$ cat config.mk
export PLATFORM = sky130hd
export DESIGN_NAME = cal_prescaler
export DESIGN_NICKNAME = d
export VERILOG_FILES = /design/src/rtl/cpre_pkg.sv /design/src/rtl/cpre_stage.sv /design/src/rtl/cpre_secmin.sv /design/src/rtl/cpre_sched.sv /design/src/rtl/cpre_testout.sv /design/src/rtl/cal_prescaler.sv
export SDC_FILE = /design/constraint.sdc
export NUM_CORES = 1
export LEC_CHECK = 0
export CAP_MARGIN = 10
export CORE_ASPECT_RATIO = 0.5
export CORE_MARGIN = 8
export CORE_UTILIZATION = 49
export DETAILED_ROUTE_END_ITERATION = 10
export PLACE_DENSITY = 0.69
export SYNTH_ARGS = -nofsm -noshare
export SYNTH_HDL_FRONTEND = slang
export SYNTH_HIERARCHICAL = 1
export SYNTH_SLANG_ARGS = --single-unit
$ cat constraint.sdc
create_clock -name clk -period 4.9 [get_ports clk]
set_input_delay 1.47 -clock clk [delete_from_list [all_inputs] [get_ports clk]]
set_output_delay 1.47 -clock clk [all_outputs]
set_load 0.05 [all_outputs]
$ cat src/rtl/cpre_pkg.sv
package cpre_pkg;

  // Length in input counts of one fine-stage period, full or shortened.
  function automatic int unsigned stage_period(int unsigned prew, logic shortened);
    return shortened ? (32'd1 << (prew - 1)) : (32'd1 << prew);
  endfunction

  // A minute lies inside the correction window when it precedes 2*mag.
  function automatic logic in_window(int unsigned minute, int unsigned mag);
    return minute < (2 * mag);
  endfunction

endpackage

$ cat src/rtl/cpre_stage.sv
module cpre_stage #(
  parameter int PRE_W = 8
) (
  input  logic             clk,
  input  logic             rst_n,
  input  logic             clr,
  input  logic             en,
  input  logic             shorten,
  output logic             stage_tick
);
  import cpre_pkg::*;

  logic [PRE_W-1:0] lo_q;
  logic [PRE_W-1:0] lo_last;

  assign lo_last    = PRE_W'(stage_period(PRE_W, shorten) - 1);
  assign stage_tick = en && (lo_q == lo_last);

  always_ff @(posedge clk or negedge rst_n) begin
    if (!rst_n)          lo_q <= '0;
    else if (clr)        lo_q <= '0;
    else if (stage_tick) lo_q <= '0;
    else if (en)         lo_q <= lo_q + 1'b1;
  end

  // idle cycles leave the fine stage untouched
  p_idle_hold_r10: assert property (@(posedge clk) disable iff (!rst_n)
    (!en && !clr) |=> $stable(lo_q));

endmodule

$ cat src/rtl/cpre_secmin.sv
module cpre_secmin #(
  parameter int STEPS = 128,
  parameter int SPM   = 60,
  parameter int MIN_W = 6,
  localparam int STEP_W = $clog2(STEPS + 1),
  localparam int SEC_W  = (SPM > 1) ? $clog2(SPM) : 1
) (
  input  logic              clk,
  input  logic              rst_n,
  input  logic              clr,
  input  logic              stage_tick,
  input  logic              extend,
  output logic [STEP_W-1:0] step_idx,
  output logic [SEC_W-1:0]  sec_idx,
  output logic [MIN_W-1:0]  min_idx,
  output logic              sec_tick,
  output logic              min_tick
);
  localparam logic [MIN_W-1:0] MIN_LAST = '1;

  logic [STEP_W-1:0] step_last;

  assign step_last = STEP_W'(STEPS - 1) + STEP_W'(extend);
  assign sec_tick  = stage_tick && (step_idx == step_last);
  assign min_tick  = sec_tick && (sec_idx == SEC_W'(SPM - 1));

  always_ff @(posedge clk or negedge rst_n) begin
    if (!rst_n) begin
      step_idx <= '0;
      sec_idx  <= '0;
      min_idx  <= '0;
    end else if (clr) begin
      step_idx <= '0;
      sec_idx  <= '0;
      min_idx  <= '0;
    end else if (stage_tick) begin
      if (sec_tick) begin
        step_idx <= '0;
        if (min_tick) begin
          sec_idx <= '0;
          min_idx <= (min_idx == MIN_LAST) ? '0 : min_idx + 1'b1;
        end else begin
          sec_idx <= sec_idx + 1'b1;
        end
      end else begin
        step_idx <= step_idx + 1'b1;
      end
    end
  end

  // the last minute of the cycle is followed by minute 0
  p_cycle_wrap_r5: assert property (@(posedge clk) disable iff (!rst_n)
    (min_tick && (min_idx == MIN_LAST)) |=> (min_idx == '0));

  // a stopped oscillator leaves the whole position at zero
  p_stop_clears_r7: assert property (@(posedge clk) disable iff (!rst_n)
    clr |=> (step_idx == '0 && sec_idx == '0 && min_idx == '0));

endmodule

$ cat src/rtl/cpre_sched.sv
module cpre_sched #(
  parameter int MAG_W  = 5,
  parameter int STEP_W = 8,
  parameter int SEC_W  = 6,
  localparam int MIN_W = MAG_W + 1,
  localparam int MINS  = 1 << MIN_W
) (
  input  logic              clk,
  input  logic              rst_n,
  input  logic              clr,
  input  logic              min_tick,
  input  logic [MAG_W-1:0]  cal_mag,
  input  logic              cal_pos,
  input  logic [STEP_W-1:0] step_idx,
  input  logic [SEC_W-1:0]  sec_idx,
  input  logic [MIN_W-1:0]  min_idx,
  output logic              shorten,
  output logic              extend
);
  import cpre_pkg::*;

  logic [MAG_W-1:0] mag_lat;
  logic             pos_lat;
  logic             corr_sec;

  always_ff @(posedge clk or negedge rst_n) begin
    if (!rst_n) begin
      mag_lat <= '0;
      pos_lat <= 1'b0;
    end else if (clr || min_tick) begin
      mag_lat <= cal_mag;
      pos_lat <= cal_pos;
    end
  end

  assign corr_sec = (sec_idx == '0) && in_window(int'(min_idx), int'(mag_lat));
  assign shorten  = corr_sec && pos_lat && (step_idx == '0);
  assign extend   = corr_sec && !pos_lat;

  // the final two minutes of the cycle are never corrected
  p_window_edge_r4: assert property (@(posedge clk) disable iff (!rst_n)
    (shorten || extend) |-> (min_idx < MIN_W'(MINS - 2)));

  // the captured setting only moves at a minute start or while stopped
  p_setting_hold_r6: assert property (@(posedge clk) disable iff (!rst_n)
    (!clr && !min_tick) |=> ($stable(mag_lat) && $stable(pos_lat)));

endmodule

$ cat src/rtl/cpre_testout.sv
module cpre_testout #(
  parameter int TEST_W = 6
) (
  input  logic clk,
  input  logic rst_n,
  input  logic clr,
  input  logic en,
  input  logic allow,
  output logic test_wave
);
  logic [TEST_W-1:0] tdiv_q;

  always_ff @(posedge clk or negedge rst_n) begin
    if (!rst_n)   tdiv_q <= '0;
    else if (clr) tdiv_q <= '0;
    else if (en)  tdiv_q <= tdiv_q + 1'b1;
  end

  assign test_wave = allow && tdiv_q[TEST_W-1];

  // the test divider advances exactly once per input count
  p_test_step_r8: assert property (@(posedge clk) disable iff (!rst_n)
    (en && !clr) |=> (tdiv_q == $past(tdiv_q) + 1'b1));

endmodule

$ cat src/rtl/cal_prescaler.sv
module cal_prescaler #(
  parameter int PRE_W  = 8,
  parameter int STEPS  = 128,
  parameter int SPM    = 60,
  parameter int MAG_W  = 5,
  parameter int TEST_W = 6
) (
  input  logic             clk,
  input  logic             rst_n,
  input  logic             osc_run,
  input  logic             osc_en,
  input  logic [MAG_W-1:0] cal_mag,
  input  logic             cal_pos,
  input  logic             freq_test_en,
  input  logic             alarm_flag_en,
  input  logic             wdog_steer,
  input  logic             wdog_reg_zero,
  output logic             tick_1hz,
  output logic             minute_tick,
  output logic             test_wave
);
  localparam int STEP_W = $clog2(STEPS + 1);
  localparam int SEC_W  = (SPM > 1) ? $clog2(SPM) : 1;
  localparam int MIN_W  = MAG_W + 1;

  logic              clr;
  logic              stage_tick;
  logic              shorten;
  logic              extend;
  logic              test_allow;
  logic [STEP_W-1:0] step_idx;
  logic [SEC_W-1:0]  sec_idx;
  logic [MIN_W-1:0]  min_idx;

  assign clr        = !osc_run;
  assign test_allow = osc_run && freq_test_en && !alarm_flag_en && (wdog_steer || wdog_reg_zero);

  cpre_stage #(.PRE_W(PRE_W)) stage_i (
    .clk(clk), .rst_n(rst_n), .clr(clr), .en(osc_en),
    .shorten(shorten), .stage_tick(stage_tick)
  );

  cpre_secmin #(.STEPS(STEPS), .SPM(SPM), .MIN_W(MIN_W)) secmin_i (
    .clk(clk), .rst_n(rst_n), .clr(clr), .stage_tick(stage_tick), .extend(extend),
    .step_idx(step_idx), .sec_idx(sec_idx), .min_idx(min_idx),
    .sec_tick(tick_1hz), .min_tick(minute_tick)
  );

  cpre_sched #(.MAG_W(MAG_W), .STEP_W(STEP_W), .SEC_W(SEC_W)) sched_i (
    .clk(clk), .rst_n(rst_n), .clr(clr), .min_tick(minute_tick),
    .cal_mag(cal_mag), .cal_pos(cal_pos),
    .step_idx(step_idx), .sec_idx(sec_idx), .min_idx(min_idx),
    .shorten(shorten), .extend(extend)
  );

  cpre_testout #(.TEST_W(TEST_W)) test_i (
    .clk(clk), .rst_n(rst_n), .clr(clr), .en(osc_en),
    .allow(test_allow), .test_wave(test_wave)
  );

  // a second can only end on an input count
  p_tick_on_count_r1: assert property (@(posedge clk) disable iff (!rst_n)
    tick_1hz |-> osc_en);

  // a slowed second never ends on its regular final step
  p_no_early_end_r3: assert property (@(posedge clk) disable iff (!rst_n)
    (extend && stage_tick && step_idx == STEP_W'(STEPS - 1)) |-> !tick_1hz);

endmodule

==> run summary, run 1 <==
• **Mapped Avg Cell Area** 9.65 µm²
• **HPWL Detailed** 3340 µm
• **fin nets** 276
• **deepest level of the CTS H-tree** 2
• **areal power density over the cells** 248 nW/µm²
• **Longest Clk Path Bufs** 2
• **number of hold-slack violations in the final timing report** 0
• **first-pass GRT wire length** 8110 µm
• **share of the yosys chip area belonging to registers** 0.447
• **Num CTS Buffers** 5
• **Synth Area in Simple Gates** 0.248
• **detail-routed net length per standard cell** 15.1 µm
• **Worst Setup End Kind** primary output
• **synth-to-layout area growth** 15.3%
• **cell type with the highest aggregate area in the netlist** sky130_fd_sc_hd__dfrtp_1
• **number of enable flip-flop cells after synthesis** 0
• **post-route minimum period** 4.55 ns
• **status** finished clean
• **share of the synthesized area in the top cell type** 0.447
• **gate count of the mapped netlist** 232
• **detailed-route wire length** 4670 µm
• **type of element launching the critical path** register
• **Worst Hold Margin** 0.499 ns
• **post-CTS setup repair buffer count** 0
• **starting utilization of the core area** 0.509
• **clock-pin slew on the worst setup and hold paths** 0.07 ns
• **violation count after the first detailed-routing iteration** 98
• **number of different library cells in the post-synthesis netlist** 47
• **proportion of layout cells with a drive suffix above 1** 0.123
• **post-detailed-route via-to-cell ratio** 5.77
• **Sink Count** 40
• **Resize count post-CTS** 0
• **# DRC** 0
• **die outline width** 112 µm
• **total via count in the routed design** 1788
• **area of the mapped netlist** 2240 µm²
• **Syn Nets** 255
• **number of global-route vias before repair** 1759
• **port bufs** 16
• **post-synthesis share of cell area spent on xor and xnor gates** 0.0587
• **Die Area** 7120 µm²
• **final worst setup slack** 0.354 ns
• **CP arrival** 3.08 ns
• **transition time of the tightest slew-check pin** 0.883 ns
• **Required @ worst endpoint** 3.43 ns
• **Syn. warnings** 6
• **number of instances in the placed design** 303
• **Core Area** 4400 µm²
• **final setup fails** 0
• **drt first pass iters** 5
• **Min-Delay Path Class** register to register
• **relative max-transition margin** 0.411
• **max-cap violation count** 0
• **top_reg_cell synth** sky130_fd_sc_hd__dfrtp_1
• **gpl congestion** 0.841
• **fraction of the core area covered by cells at the end of the flow** 0.587
• **Setup Slack @ Placement** 0.391 ns
• **Worst-Skew Late Latency** 0.29 ns
• **largest net degree at the start of global routing** 41
• **initial antenna violation count** 0
• **highest clock frequency the design can meet** 220 MHz
• **Worst Setup Path Type** register to primary output
• **most instantiated cells after synthesis** sky130_fd_sc_hd__dfrtp_1 (40), sky130_fd_sc_hd__nor2_1 (20), sky130_fd_sc_hd__nand2_1 (19), sky130_fd_sc_hd__a21oi_1 (15), sky130_fd_sc_hd__o21ai_0 (13)
• **Root Buffer Master** sky130_fd_sc_hd__clkbuf_8
• **most used standard cell by instance count after synthesis** sky130_fd_sc_hd__dfrtp_1
• **largest fanout on the critical path** 13
• **adder-cell share of the synthesized area** 0.0503
• **worst supply voltage drop on vdd** 0.149 mV
• **area fraction in compound gates after synthesis** 0.119
• **flip-flop and latch count after synthesis** 40
• **most area-consuming cells after synthesis** sky130_fd_sc_hd__dfrtp_1 (45%), sky130_fd_sc_hd__ha_1 (5.0%), sky130_fd_sc_hd__xor2_1 (3.9%)
• **total number of placement rows** 17
• **number of standard cells in the layout, taps in and fillers out** 310
• **TritonCTS clock tree** built
• **final worst-path cycle share** 0.928
• **final antenna diode count** 0
• **Worst Skew** 0.00382 ns
• **Post-Route Setup TNS** 0 ns
• **Total GRT Usage** 0.140
• **RSZ-0062 raised after global routing** false
• **mux cell area share after synthesis** 0.0480
• **Hold Buf Count CTS** 0
• **IO Pins** 17
• **remaining global-route overflow** 0
• **ys async rst share** 1.00
• **fin. max-slew vios** 0
• **remaining antenna violation count** 0
• **main combinational cell family by area after synthesis** simple AND/OR/NAND/NOR gates
• **Leakage** 1.10 nW
• **DIE HEIGHT** 63.8 µm
## flip-flops by register name, summed over array words and instances, names as in the netlist
| register | cells |
|---|---|
| stage_i/lo_q | 8 |
| secmin_i/min_idx | 6 |
| secmin_i/sec_idx | 6 |
| secmin_i/step_idx | 8 |
| test_i/tdiv_q | 6 |
| sched_i/mag_lat | 5 |
| sched_i/pos_lat | 1 |
## worst max-delay path, stage by stage (launching register included)
cell                       delay (ns)
sky130_fd_sc_hd__dfrtp_1         0.45
sky130_fd_sc_hd__ha_1            0.34
sky130_fd_sc_hd__a21oi_1         0.11
sky130_fd_sc_hd__o21ai_0         0.13
sky130_fd_sc_hd__a311oi_1        0.61
sky130_fd_sc_hd__xnor2_1         0.21
sky130_fd_sc_hd__nor3_2          0.17
sky130_fd_sc_hd__buf_4           0.22
sky130_fd_sc_hd__o21ai_2         0.16
sky130_fd_sc_hd__inv_1           0.21
sky130_fd_sc_hd__buf_12          0.16
## cells by family after synthesis
group | count (synthesis)
AND/OR/NAND/NOR | 99
adder cells (fa/ha/maj) | 9
AO/OA/AOI/OAI | 44
buffers and inverters | 15
multiplexers | 10
XOR/XNOR | 15
flip-flops | 40
## area by class of cell
class / count / area [µm²]
multi-input cells: 177 / 1180
inverters: 10 / 37.5
flip-flops and latches: 40 / 1000
well taps: 57 / 71.3
fillers: 377 / 1820
clock buffers: 7 / 96.3
repair buffers: 19 / 198
## worst paths after layout
path,to,slack [ns],startpoint,cells after the start
max reg2reg,sched_i/pos_lat,1.70,secmin_i/min_idx[3],10
max in group asynchronous,secmin_i/step_idx[2],3.06,rst_n,1
max,tick_1hz,0.35,secmin_i/min_idx[3],10
min,sched_i/mag_lat[0],0.50,sched_i/mag_lat[0],1
min reg2reg,sched_i/mag_lat[0],0.50,sched_i/mag_lat[0],1
min in group asynchronous,sched_i/mag_lat[2],1.29,rst_n,1
## report_power, final
group          internal [mW]  leakage, nW  switching (mW)  total (mW)
clock                  0.125       0.0503           0.109       0.235
combinational         0.0281        0.507          0.0311      0.0591
sequential             0.339        0.542         0.00837       0.348
## per-layer routing
layer | wire [µm] | GRT usage
met5 | 0 | 0
met4 | 102 | 0.0759
met3 | 248 | 0.0337
met2 | 2010 | 0.206
met1 | 2310 | 0.186
## placed cells by master, fill, tap and decap left out, drive strengths merged, types with 7 or more instances in the layout
| cell type | synthesis | routed |
|---|---|---|
| ha | 9 | 9 |
| dfrtp | 40 | 40 |
| clkdlybuf4s50 | 0 | 13 |
| nand3 | 12 | 12 |
| nand2 | 19 | 19 |
| clkbuf | 3 | 7 |
| a21oi | 15 | 15 |
| inv | 10 | 10 |
| nor2 | 20 | 20 |
| xor2 | 10 | 10 |
| nor3 | 14 | 14 |
| o21ai | 15 | 15 |
## per-stage QoR
step	cell area [µm²]	power [mW]
finish	2580	0.641
floorplan	2240	0.385
global route	2580	0.674
global placement	2490	0.411
detailed placement	2490	0.413
CTS	2580	0.649
No activity file was read; power rests on OpenSTA's default activity.
==> run 2, diff against run 1 <==
--- a/config.mk
+++ b/config.mk
@@ -8,9 +8,11 @@
 export CAP_MARGIN = 10
 export CORE_ASPECT_RATIO = 0.5
 export CORE_MARGIN = 8
-export CORE_UTILIZATION = 49
+export CORE_UTILIZATION = 58
+export CTS_CLUSTER_SIZE = 24
 export DETAILED_ROUTE_END_ITERATION = 10
-export PLACE_DENSITY = 0.69
+export PLACE_DENSITY = 0.79
+export REMOVE_ABC_BUFFERS = 1
 export SYNTH_ARGS = -nofsm -noshare
 export SYNTH_HDL_FRONTEND = slang
 export SYNTH_HIERARCHICAL = 1
==> run 2 against run 1 <==
Compared with the run above: power increased by 4.5%; utilization increased by 9.7 points; count of clock-buffer cells in the layout decreased by 1; hold slack improved by 0.011 ns; non-clock buffer count increased by 2; critical path depth unchanged; clock skew increased by 0.0034 ns; maximum frequency decreased by 1.3%; critical endpoint is now minute_tick; largest cell class unchanged.
==> run summary, run 2 (synthesized netlist as in run 1, its figures left out) <==
• **status** finished clean
• **fin nets** 278, +0.72%
• **Resize count post-CTS** 0, unchanged
• **Worst-Skew Late Latency** 0.29 ns, about the same
• **number of standard cells in the layout, taps in and fillers out** 310, unchanged
• **leading registers by flop count** secmin_i/step_idx (8), stage_i/lo_q (8)
• **remaining antenna violation count** 0, unchanged
• **gpl congestion** 0.780, -7.3%
• **violation count after the first detailed-routing iteration** 128, +31%
• **post-route minimum period** 4.60 ns, +0.0591 ns
• **Num CTS Buffers** 5, unchanged
• **worst supply voltage drop on vdd** 0.176 mV, +18%
• **starting utilization of the core area** 0.589, +0.0801
• **CP arrival** 3.13 ns, +0.05 ns
• **# DRC** 0, unchanged
• **final setup fails** 0, unchanged
• **proportion of layout cells with a drive suffix above 1** 0.125, +0.00247
• **number of instances in the placed design** 302, -0.33%
• **Post-Route Setup TNS** 0 ns, unchanged
• **Required @ worst endpoint** 3.43 ns, about the same
• **IO Pins** 17, unchanged
• **total via count in the routed design** 1821, +1.8%
• **number of global-route vias before repair** 1799, +2.3%
• **Longest Clk Path Bufs** 2, unchanged
• **initial antenna violation count** 0, unchanged
• **Total GRT Usage** 0.157, +0.0177
• **Root Buffer Master** sky130_fd_sc_hd__clkbuf_8
• **Min-Delay Path Class** register to register
• **post-CTS setup repair buffer count** 0, unchanged
• **Die Area** 6230 µm², -13%
• **detailed-route wire length** 4640 µm, -0.81%
• **max-cap violation count** 0, unchanged
• **remaining global-route overflow** 0, unchanged
• **Sink Count** 40, unchanged
• **highest clock frequency the design can meet** 217 MHz, -1.3%
• **detail-routed net length per standard cell** 15.0 µm, -0.81%
• **synth-to-layout area growth** 16.1%
• **type of element launching the critical path** register
• **final antenna diode count** 0, unchanged
• **areal power density over the cells** 258 nW/µm², +3.8%
• **number of hold-slack violations in the final timing report** 0, unchanged
• **die outline width** 104 µm, -6.9%
• **total number of placement rows** 16, -1
• **Leakage** 1.12 nW, +1.4%
• **final worst-path cycle share** 0.940, +0.0121
• **transition time of the tightest slew-check pin** 0.882 ns, -0.00114 ns
• **post-detailed-route via-to-cell ratio** 5.87, +1.8%
• **leading cell type in the layout, fill and taps excluded** sky130_fd_sc_hd__dfrtp_1
• **RSZ-0062 raised after global routing** false
• **clock-pin slew on the worst setup and hold paths** 0.07 ns, about the same
• **largest fanout on the critical path** 7, -6
• **deepest level of the CTS H-tree** 2, unchanged
• **Worst Setup End Kind** primary output
• **largest net degree at the start of global routing** 41, unchanged
• **Core Area** 3800 µm², -14%
• **Hold Buf Count CTS** 0, unchanged
• **drt first pass iters** 4, -1
• **top library cells by usage in the layout, fill and taps aside** sky130_fd_sc_hd__dfrtp_1 (40), sky130_fd_sc_hd__nor2_1 (20), sky130_fd_sc_hd__nand2_1 (19)
• **port bufs** 16, unchanged
• **Worst Skew** 0.00722 ns, +0.00339 ns
• **relative max-transition margin** 0.412, +0.000763
• **Worst Setup Path Type** register to primary output
• **DIE HEIGHT** 59.9 µm, -6.1%
• **TritonCTS clock tree** built
• **first-pass GRT wire length** 7960 µm, -2.0%
• **fin. max-slew vios** 0, unchanged
• **HPWL Detailed** 3320 µm, -0.79%
==> run 2: cell count changes in the layout (fill, tap and decap cells not counted), sizes merged <==
| cell | change |
|---|---|
| clkinv | +1 |
| bufinv | +1 |
| buf | +2 |
| clkbuf | -1 |
==> run 2: critical path, stage by stage (launching register included) <==
cell and delay [ns]:
sky130_fd_sc_hd__dfrtp_1 0.46, sky130_fd_sc_hd__ha_1 0.34, sky130_fd_sc_hd__a21oi_1 0.12, sky130_fd_sc_hd__o21ai_0 0.14, sky130_fd_sc_hd__a311oi_1 0.57, sky130_fd_sc_hd__xnor2_1 0.20, sky130_fd_sc_hd__nor3_2 0.25, sky130_fd_sc_hd__inv_1 0.17
sky130_fd_sc_hd__nor3_1 0.28, sky130_fd_sc_hd__buf_4 0.19, sky130_fd_sc_hd__buf_12 0.13
==> run 2: per-stage QoR <==
stage          cell area (µm²)  hold slack (ns)  power, mW  utilization  worst slack (ns)
2_1_floorplan             2210            0.471      0.384            -           -0.0539
3_3_place_gp              2490            0.481      0.410        0.655             0.384
3_5_place_dp              2490            0.495      0.413        0.655             0.344
4_1_cts                   2600            0.511      0.676        0.684             0.314
5_1_grt                   2600            0.527      0.697        0.684            0.0388
6_report                  2600            0.510      0.670        0.684             0.295
==> run 2: worst paths after layout <==
check	startpoint	to	slack [ns]	cells after the start
min reg2reg	sched_i/mag_lat[2]	sched_i/mag_lat[2]	0.51	1
max	secmin_i/min_idx[3]	minute_tick	0.30	10
min in group asynchronous	rst_n	secmin_i/min_idx[1]	1.30	1
max in group asynchronous	rst_n	stage_i/lo_q[6]	3.06	1
max reg2reg	secmin_i/min_idx[3]	sched_i/mag_lat[1]	1.61	11
min	sched_i/mag_lat[2]	sched_i/mag_lat[2]	0.51	1
==> run 2: area by class of cell <==
class	instances	area (µm²)
Clock buffer	6	72.6
Multi-Input combinational cell	177	1170
Timing Repair Buffer	21	213
Clock inverter	2	35.0
Fill cell	310	1200
Inverter	10	37.5
Tap cell	54	67.6
Sequential cell	40	1000
==> run 2: per-layer routing <==
metal | wire length (µm) | track usage
met4 | 61 | 0.0611
met5 | 0 | 0
met1 | 2090 | 0.178
met2 | 2200 | 0.279
met3 | 277 | 0.0484
==> run 2: report_power, final <==
group | switching, mW | internal (mW)
registers | 0.00827 | 0.339
clock network | 0.112 | 0.151
logic | 0.0311 | 0.0280
==> run 3, diff against run 2 <==
--- a/config.mk
+++ b/config.mk
@@ -7,7 +7,6 @@
 export LEC_CHECK = 0
 export CAP_MARGIN = 10
 export CORE_ASPECT_RATIO = 0.5
-export CORE_MARGIN = 8
 export CORE_UTILIZATION = 58
 export CTS_CLUSTER_SIZE = 24
 export DETAILED_ROUTE_END_ITERATION = 10
==> run 3 against run 2 <==
Compared with the run above: register-to-register slack got worse by 0.12 ns; largest power group unchanged; global-route usage rose by 9.4 points; worst setup slack got worse by 0.095 ns; critical path type unchanged; hold slack improved by 0.0023 ns; final area fell by 0.29%; clock power rose by 2%.
==> run summary, run 3 (synthesized netlist as in run 1, its figures left out) <==
• **status** finished clean
• **leading registers by flop count** secmin_i/step_idx (8), stage_i/lo_q (8)
• **detailed-route wire length** 4650 µm, +0.28%
• **Worst-Skew Late Latency** 0.30 ns, about the same
• **deepest level of the CTS H-tree** 2, unchanged
• **R2R setup slack** 1.49 ns, -0.12 ns
• **Worst Setup End Kind** primary output
• **initial antenna violation count** 0, unchanged
• **Resize count post-CTS** 0, unchanged
• **Min-Delay Path Class** register to register
• **TritonCTS clock tree** built
• **Die Area** 4130 µm², -34%
• **Hold Buf Count CTS** 0, unchanged
• **CP arrival** 3.23 ns, +0.10 ns
• **drt first pass iters** 4, unchanged
• **number of global-route vias before repair** 1680, -6.6%
• **final setup fails** 0, unchanged
• **HPWL Detailed** 3220 µm, -3.0%
• **remaining global-route overflow** 0, unchanged
• **total via count in the routed design** 1840, +1.0%
• **Longest Clk Path Bufs** 2, unchanged
• **Worst Skew** 0.00876 ns, +0.00154 ns
• **number of standard cells in the layout, taps in and fillers out** 306, -1.3%
• **cells along the critical path** ha_1, a21oi_1, o21ai_0, a311oi_1, xnor2_1, nor3_2, inv_1, nor3_1, buf_4, buf_12
• **relative max-transition margin** 0.409, -0.00252
• **post-route minimum period** 4.70 ns, +0.0948 ns
• **post-detailed-route via-to-cell ratio** 6.01, +2.4%
• **leading cell type in the layout, fill and taps excluded** sky130_fd_sc_hd__dfrtp_1
• **worst reg2reg endpoint** secmin_i/min_idx[5]
• **Sink Count** 40, unchanged
• **type of element launching the critical path** register
• **depth of the worst hold-timing path** 1, unchanged
• **final antenna diode count** 0, unchanged
• **Core Area** 3570 µm², -6.3%
• **Root Buffer Master** sky130_fd_sc_hd__clkbuf_8
• **Leakage** 1.11 nW, -0.58%
• **post-CTS setup repair buffer count** 0, unchanged
• **Post-Route Setup TNS** 0 ns, unchanged
• **worst supply voltage drop on vdd** 0.202 mV, +15%
• **Required @ worst endpoint** 3.43 ns, about the same
• **startpoint of the worst-slack reg-to-reg timing path** secmin_i/min_idx[3]
• **top library cells by usage in the layout, fill and taps aside** sky130_fd_sc_hd__dfrtp_1 (40), sky130_fd_sc_hd__nor2_1 (20), sky130_fd_sc_hd__nand2_1 (19)
• **synth-to-layout area growth** 15.8%
• **RSZ-0062 raised after global routing** false
• **gpl congestion** 0.870, +12%
• **detail-routed net length per standard cell** 15.2 µm, +1.6%
• **largest fanout on the critical path** 7, unchanged
• **max-cap violation count** 0, unchanged
• **fin nets** 277, -0.36%
• **final worst-path cycle share** 0.959, +0.0193
• **Num CTS Buffers** 5, unchanged
• **first-pass GRT wire length** 7670 µm, -3.6%
• **largest net degree at the start of global routing** 41, unchanged
• **clock-pin slew on the worst setup and hold paths** 0.07 ns, about the same
• **Worst Setup Path Type** register to primary output
• **IO Pins** 17, unchanged
• **die outline width** 89.9 µm, -13%
• **number of hold-slack violations in the final timing report** 0, unchanged
• **Hold EP** sched_i/mag_lat[1]
• **fin. max-slew vios** 0, unchanged
• **DIE HEIGHT** 45.9 µm, -23%
• **areal power density over the cells** 261 nW/µm², +1.3%
• **port bufs** 16, unchanged
• **total number of placement rows** 15, -1
• **Total GRT Usage** 0.251, +0.0941
• **slowest library cell on the worst path** sky130_fd_sc_hd__a311oi_1
• **Worst Min Path Start** sched_i/mag_lat[1]
• **Critical Path Max Stage Delay** 0.60 ns, +0.03 ns
• **# DRC** 0, unchanged
• **remaining antenna violation count** 0, unchanged
• **number of instances in the placed design** 298, -1.3%
• **Reg2Reg Depth** 10, -1
• **starting utilization of the core area** 0.628, +0.0393
• **highest clock frequency the design can meet** 213 MHz, -2.0%
• **proportion of layout cells with a drive suffix above 1** 0.125, +0.000490
• **transition time of the tightest slew-check pin** 0.886 ns, +0.00378 ns
• **violation count after the first detailed-routing iteration** 122, -4.7%
[run 3: changes by cell type in the layout (fill, tap and decap cells not counted), sizes merged]
cell | previous run | this run
clkbuf | 6 | 5
clkinvlp | 0 | 1
buf | 8 | 7
[run 3: cell type report]
| type | instances | area (µm²) |
|---|---|---|
| Clock buffer | 5 | 68.8 |
| Timing Repair Buffer | 20 | 205 |
| Clock inverter | 3 | 42.5 |
| Fill cell | 260 | 973 |
| Sequential cell | 40 | 1000 |
| Multi-Input combinational cell | 177 | 1170 |
| Inverter | 10 | 37.5 |
| Tap cell | 51 | 63.8 |
[run 3: layer usage]
metal  wire length (µm)  part of all wire  vias up  track usage
met5                  0                 0        -            0
met4                 50             0.011        0       0.0806
met3                273             0.059        5       0.0783
met2               2190              0.47       55        0.432
met1               2140              0.46      891        0.315
li1                   -                 -      889            -
[run 3: worst max path at each step]
stage / start / end / depth (start not counted)
2_1_floorplan: osc_en / minute_tick / 4
3_3_place_gp: osc_en / minute_tick / 7
3_5_place_dp: osc_en / minute_tick / 7
4_1_cts: secmin_i/min_idx[3] / minute_tick / 10
5_1_grt: secmin_i/min_idx[3] / minute_tick / 10
6_report: secmin_i/min_idx[3] / minute_tick / 10
[run 3: worst max-delay path, delay by kind of cell (launching register included)]
kind	cells	cell delay, ns
flops	1	0.45
xor+xnor	1	0.21
compound gates	3	0.91
fa+ha+maj	1	0.35
buf+inv	3	0.48
simple gates	2	0.53
[run 3: where the power goes]
group          leakage [nW]  internal, mW  switching, mW
Clock                0.0541         0.151          0.118
Sequential            0.542         0.339        0.00883
Combinational         0.513        0.0283         0.0320
[run 3: stage by stage]
stage	cell area (µm²)	total power [mW]	utilization	worst slack, ns	hold WS, ns
6_report	2590	0.677	0.727	0.201	0.512
5_1_grt	2590	0.703	0.727	0.00334	0.530
4_1_cts	2590	0.685	0.727	0.247	0.517
3_5_place_dp	2480	0.414	0.696	0.344	0.500
3_3_place_gp	2480	0.410	0.696	0.372	0.493
2_1_floorplan	2210	0.384	-	-0.0539	0.471
